[src/rtl/sdf_pkg.sv]
package sdf_pkg;

  localparam int SDF_BYTE_W = 8;
  localparam int SDF_IDX_W  = 6;
  localparam int SDF_ARG_W  = 32;
  localparam int SDF_CRC_W  = 7;
  localparam logic [SDF_CRC_W-1:0] SDF_CRC_POLY = 7'h09;  // x^7 + x^3 + 1
  localparam logic [SDF_BYTE_W-1:0] SDF_FILL = 8'hFF;

  typedef enum logic {
    SDF_IDLE = 1'b0,
    SDF_SEND = 1'b1
  } sdf_state_e;

  // One serial CRC7 step: shift in one message bit, MSB first.
  function automatic logic [SDF_CRC_W-1:0] sdf_crc_step(
      input logic [SDF_CRC_W-1:0] crc,
      input logic                 msg_bit);
    logic fb;
    fb = crc[SDF_CRC_W-1] ^ msg_bit;
    return {crc[SDF_CRC_W-2:0], 1'b0} ^ (fb ? SDF_CRC_POLY : '0);
  endfunction

endpackage

[src/rtl/sdf_crc_chain.sv]
module sdf_crc_chain
  import sdf_pkg::*;
#(
  parameter int DATA_W = 40
) (
  input  logic [DATA_W-1:0]    data_i,
  output logic [SDF_CRC_W-1:0] crc_o
);

  logic [SDF_CRC_W-1:0] stage [DATA_W+1];

  assign stage[0] = '0;

  for (genvar i = 0; i < DATA_W; i++) begin : g_step
    assign stage[i+1] = sdf_crc_step(stage[i], data_i[DATA_W-1-i]);
  end

  assign crc_o = stage[DATA_W];

endmodule

[src/rtl/sdf_frame_shreg.sv]
module sdf_frame_shreg #(
  parameter int          BYTE_W      = 8,
  parameter int          FRAME_BYTES = 6,
  parameter logic [BYTE_W-1:0] FILL  = 8'hFF
) (
  input  logic                          clk,
  input  logic                          rst_n,
  input  logic                          load_i,
  input  logic                          shift_i,
  input  logic [BYTE_W*FRAME_BYTES-1:0] frame_i,
  output logic [BYTE_W-1:0]             head_o
);

  localparam int FRAME_W = BYTE_W * FRAME_BYTES;

  logic [FRAME_W-1:0] frame_q;

  always_ff @(posedge clk or negedge rst_n) begin
    if (!rst_n) begin
      frame_q <= {FRAME_BYTES{FILL}};
    end else if (load_i) begin
      frame_q <= frame_i;
    end else if (shift_i) begin
      frame_q <= {frame_q[FRAME_W-BYTE_W-1:0], FILL};
    end
  end

  assign head_o = frame_q[FRAME_W-1 -: BYTE_W];

endmodule

[src/rtl/sdf_seq_ctrl.sv]
module sdf_seq_ctrl
  import sdf_pkg::*;
#(
  parameter int FRAME_BYTES = 6
) (
  input  logic clk,
  input  logic rst_n,
  input  logic start_i,
  input  logic tx_ready_i,
  output logic accept_o,
  output logic fire_o,
  output logic last_fire_o,
  output logic busy_o,
  output logic done_o
);

  localparam int CNT_W = $clog2(FRAME_BYTES);
  localparam logic [CNT_W-1:0] LAST_IDX = CNT_W'(FRAME_BYTES - 1);

  sdf_state_e       state_q;
  logic [CNT_W-1:0] cnt_q;
  logic             done_q;

  assign busy_o      = (state_q == SDF_SEND);
  assign accept_o    = (state_q == SDF_IDLE) && start_i;
  assign fire_o      = busy_o && tx_ready_i;
  assign last_fire_o = fire_o && (cnt_q == LAST_IDX);
  assign done_o      = done_q;

  always_ff @(posedge clk or negedge rst_n) begin
    if (!rst_n) begin
      state_q <= SDF_IDLE;
      cnt_q   <= '0;
      done_q  <= 1'b0;
    end else begin
      done_q <= last_fire_o;
      if (accept_o) begin
        state_q <= SDF_SEND;
        cnt_q   <= '0;
      end else if (last_fire_o) begin
        state_q <= SDF_IDLE;
        cnt_q   <= '0;
      end else if (fire_o) begin
        cnt_q <= cnt_q + 1'b1;
      end
    end
  end

endmodule

[src/rtl/sd_cmd_framer.sv]
module sd_cmd_framer
  import sdf_pkg::*;
#(
  parameter int BYTE_W = SDF_BYTE_W,
  parameter int IDX_W  = SDF_IDX_W,
  parameter int ARG_W  = SDF_ARG_W
) (
  input  logic              clk,
  input  logic              rst_n,
  input  logic              start_i,
  input  logic [IDX_W-1:0]  cmd_idx_i,
  input  logic [ARG_W-1:0]  arg_i,
  output logic              busy_o,
  output logic              done_o,
  output logic [BYTE_W-1:0] tx_data_o,
  output logic              tx_valid_o,
  input  logic              tx_ready_i
);

  localparam int HDR_W       = BYTE_W + ARG_W;
  localparam int FRAME_W     = HDR_W + BYTE_W;
  localparam int FRAME_BYTES = FRAME_W / BYTE_W;
  localparam int TAG_W       = BYTE_W - IDX_W;
  localparam logic [TAG_W-1:0] TAG = TAG_W'(1);  // binary 01 above the index

  // Named internal events, visible to the bound checker.
  logic accept_w;
  logic fire_w;
  logic last_fire_w;

  logic [BYTE_W-1:0]    lead_byte;
  logic [HDR_W-1:0]     header;
  logic [SDF_CRC_W-1:0] crc;
  logic [FRAME_W-1:0]   frame;

  assign lead_byte = {TAG, cmd_idx_i};
  assign header    = {lead_byte, arg_i};
  assign frame     = {header, crc, 1'b1};

  sdf_crc_chain #(
    .DATA_W (HDR_W)
  ) u_crc (
    .data_i (header),
    .crc_o  (crc)
  );

  sdf_seq_ctrl #(
    .FRAME_BYTES (FRAME_BYTES)
  ) u_seq (
    .clk         (clk),
    .rst_n       (rst_n),
    .start_i     (start_i),
    .tx_ready_i  (tx_ready_i),
    .accept_o    (accept_w),
    .fire_o      (fire_w),
    .last_fire_o (last_fire_w),
    .busy_o      (busy_o),
    .done_o      (done_o)
  );

  sdf_frame_shreg #(
    .BYTE_W      (BYTE_W),
    .FRAME_BYTES (FRAME_BYTES),
    .FILL        (SDF_FILL)
  ) u_shreg (
    .clk     (clk),
    .rst_n   (rst_n),
    .load_i  (accept_w),
    .shift_i (fire_w),
    .frame_i (frame),
    .head_o  (tx_data_o)
  );

  assign tx_valid_o = busy_o;

endmodule

[config.mk]
export PLATFORM = sky130hd
export DESIGN_NAME = sd_cmd_framer
export DESIGN_NICKNAME = d
export VERILOG_FILES = /design/src/rtl/sdf_pkg.sv /design/src/rtl/sdf_crc_chain.sv /design/src/rtl/sdf_frame_shreg.sv /design/src/rtl/sdf_seq_ctrl.sv /design/src/rtl/sd_cmd_framer.sv
export SDC_FILE = /design/constraint.sdc
export NUM_CORES = 1
export LEC_CHECK = 0
export BUFFER_PORTS_ARGS = -buffer_cell sky130_fd_sc_hd__buf_2
export CAP_MARGIN = 25
export CELL_PAD_IN_SITES_DETAIL_PLACEMENT = 0
export CELL_PAD_IN_SITES_GLOBAL_PLACEMENT = 1
export CORE_MARGIN = 2
export CORE_UTILIZATION = 35
export CTS_CLUSTER_SIZE = 28
export DETAILED_ROUTE_END_ITERATION = 10
export PLACE_DENSITY_LB_ADDON = 0.1
export SYNTH_ARGS = -nofsm -noshare
export SYNTH_HDL_FRONTEND = slang
export SYNTH_SLANG_ARGS = --single-unit
export TNS_END_PERCENT = 50
[constraint.sdc]
create_clock -name clk -period 2.9 [get_ports clk]
set_input_delay 0.145 -clock clk [delete_from_list [all_inputs] [get_ports clk]]
set_output_delay 0.145 -clock clk [all_outputs]
set_load 0.1 [all_outputs]
==> impl_metrics.csv <==
group,metric,value,unit
status,status,"completed",
synth,synth_warnings,0,
synth,ys_types,29,
job,drv_cap,0,
sta,rsz0062_at_grt,"no",
hold_path,hp-class,"input pin to register",
place,placed_area,0.00348,mm2
power,seqPwrFrac,36.2,%
final_layout,fillers,884,
critical_path,cp-end-kind,"register",
sta,fin_crit_sh,74.0,%
route,drt_iter0_markers,69,
power,vdd_drop_max,276,uV
route,ant_nets,0,
route,wl_per_cell,16.7,um
die,die_w,99.0,um
final_layout,postLayoutCoreUtil,41.0,%
sta,slew_headroom,57.0,%
sta,worst_pin_slew,0.645,ns
grt,use_met3,2.84,%
route,dr.pass1.iters,4,
critical_path,path_max_fanout,3,
synth,synth_area,0.00316,mm2
final_layout,drive_gt1_share,32.7,%
clock_tree,path_clk_slew,0.09,ns
place,hpwl,5860,um
synth,synthCells,328,
sta,fmax,0.466,GHz
sta,hold_viol,0,
grt,gr-total-overflow,0,
clock_tree,cts-resized-gates,0,
grt,antenna_found_initial,0,
sta,drv_slew,0,
critical_path,worstPathArrival,2.38,ns
route,vias,2312,
critical_path,critical_path_class,"input pin to register",
die,fp.dieH,99.0,um
grt,grt_use_met2,26.6,%
final_layout,instances_no_fill,478,
die,rows,34,
place,placed_cells,469,
power,total_power,3.89,mW
grt,track_usage,16.9,%
power,clockPowerShare,11.3,%
grt,grt_pass1_vias,2377,
clock_tree,clockBufferDepth,2,
grt,grt_pass1_wl,12900,um
critical_path,startpoint_type,"input pin",
critical_path,cp-startpoint,"arg_i[31]",
place,pre_cts_ws,0.468,ns
sta,fin_setup_tns,0,ns
power,powerDensity,1090,mW/mm2
grt,grt_util_met1,24.4,%
power,pwr-share-comb,52.6,%
grt,grt_max_degree,45,
grt,top_usage_layer,"met2",
clock_tree,h-tree-depth,2,
hold_path,min_from,"arg_i[28]",
power,leakage,1.63,nW
die,start_util,36.2,%
synth,ys_seq_area_share,43.0,%
clock_tree,cts_inserted_buffers,5,
place,gp_congestion,0.786,
final_layout,antenna_cells,0,
synth,postSynthAreaPerCell,9.64,um2
synth,synth_nets,372,
synth,ys_ff_latch,52,
place,portBuffers,52,
die,die-area,0.00981,mm2
clock_tree,clkLatencyLatePin,0.30,ns
clock_tree,cts_tree,"built",
critical_path,r2r-start,"u_seq.busy_o$_DFFE_PN0P_",
power,p_sw,1.65,mW
sta,setup_violations,0,
clock_tree,root_buffer,"clkbuf_8",
sta,fin_crit,2.15,ns
critical_path,cp.required,3.13,ns
route,routed_via_density,4.84,
final_layout,finalInstanceArea,0.00358,mm2
sta,skew,0.00542,ns
route,drc,0,
die,io_pins,53,
route,wl,7980,um
power,swShare,42.4,%
power,p_int,2.24,mW
die,core-area,0.00872,mm2
clock_tree,clock_sinks,52,
sta,holdWs,0.0829,ns
sta,setup_slack,0.754,ns
final_layout,fin_nets,413,
clock_tree,postCtsSetupBuffers,0,
final_layout,syn_to_final_growth,13.3,%
[critical path, cell delays in order]
cell,delay [ns]
buf_2,0.12
xnor2_1,0.33
xnor3_1,0.49
xnor2_1,0.24
xnor3_1,0.49
xnor2_1,0.28
xor2_1,0.20
a21oi_1,0.08
[synthesized netlist by cell type, drive strengths merged]
library cell | number | area (um2)
nand2 | 78 | 293
nor2 | 48 | 180
dfstp | 47 | 1230
xnor2 | 38 | 352
a31oi | 36 | 225
buf | 16 | 93.8
xnor3 | 15 | 347
clkbuf | 10 | 37.5
xor2 | 10 | 95.1
a21oi | 8 | 40.0
dfrtp | 5 | 125
ha | 2 | 25.0
nand3 | 2 | 10.0
nor3 | 2 | 10.0
o22a | 2 | 17.5
and2 | 1 | 6.26
and3 | 1 | 6.26
inv | 1 | 3.75
nand2b | 1 | 6.26
nand3b | 1 | 7.51
nor2b | 1 | 6.26
o21ai | 1 | 5.00
o22ai | 1 | 6.26
xor3 | 1 | 27.5
[kinds of logic after synthesis]
family	count (synthesis)	share of synthesized area, %
buffers and inverters	27	4.28
AOI/OAI and AO/OA	48	9.30
xor gates and xnor gates	64	26.0
DFF	52	43.0
adders and majority gates	2	0.792
and+or+nand+nor	135	16.6
[per-layer routing]
metal	vias to the layer above	routed length [um]
met5	-	0
met3	5	259
met1	1114	4000
met2	37	3640
met4	0	86
li1	1156	-
[placed cells by master (no fill, tap or decap), types with 2 or more instances in the layout]
master and n:
a21oi_1 8, a31oi_1 36, buf_2 52, buf_4 7, clkbuf_1 2, clkbuf_8 6, dfrtp_1 5, dfstp_2 47
ha_1 2, nand2_1 78, nand3_1 2, nor2_1 48, nor3_1 2, o22a_1 2, xnor2_1 37, xnor3_1 10
xnor3_2 4, xor2_1 9
[state kept, by name (all words and copies together), names as in the netlist]
name / count
u_seq.cnt_q: 3
u_seq.done_o: 1
u_seq.busy_o: 1
u_shreg.frame_q: 47
[path summary, 6_finish.rpt]
check / end / slack [ns] / depth (start not counted)
worst max-delay path: u_shreg.frame_q[5]$_DFFE_PN1P_ / 0.75 / 8
worst min-delay path: u_shreg.frame_q[36]$_DFFE_PN1P_ / 0.08 / 3
worst max register to register: u_shreg.frame_q[39]$_DFFE_PN1P_ / 1.17 / 4
worst min register to register: u_shreg.frame_q[47]$_DFFE_PN1P_ / 0.48 / 2
max in group asynchronous: u_shreg.frame_q[30]$_DFFE_PN1P_ / 1.67 / 3
min in group asynchronous: u_seq.busy_o$_DFFE_PN0P_ / 0.39 / 2
[power by group through the flow]
stage,Clock (mW),Combinational (mW),Sequential [mW]
finish,0.439,2.04,1.41
floorplan,0,1.74,1.41
detailed placement,0,2.05,1.42
global placement,0,2.05,1.41
CTS,0.460,2.06,1.41
global route,0.480,2.22,1.45
[final cells by class]
cell class	instances	area, um2	share of cell area (%)
Sequential cell	52	1360	38.0
Multi-Input combinational cell	249	1670	46.6
Tap cell	108	135	3.77
Clock buffer	8	90.1	2.52
Timing Repair Buffer	60	323	9.02
Inverter	1	3.75	0.105
[repair_timing]
item,4_1_cts,5_1_grt
hold endpoints to repair,5,0
endpoints found under the setup margin,0,0
hold buffers,1,0
Note: power is estimated with default switching activity, not from simulation.
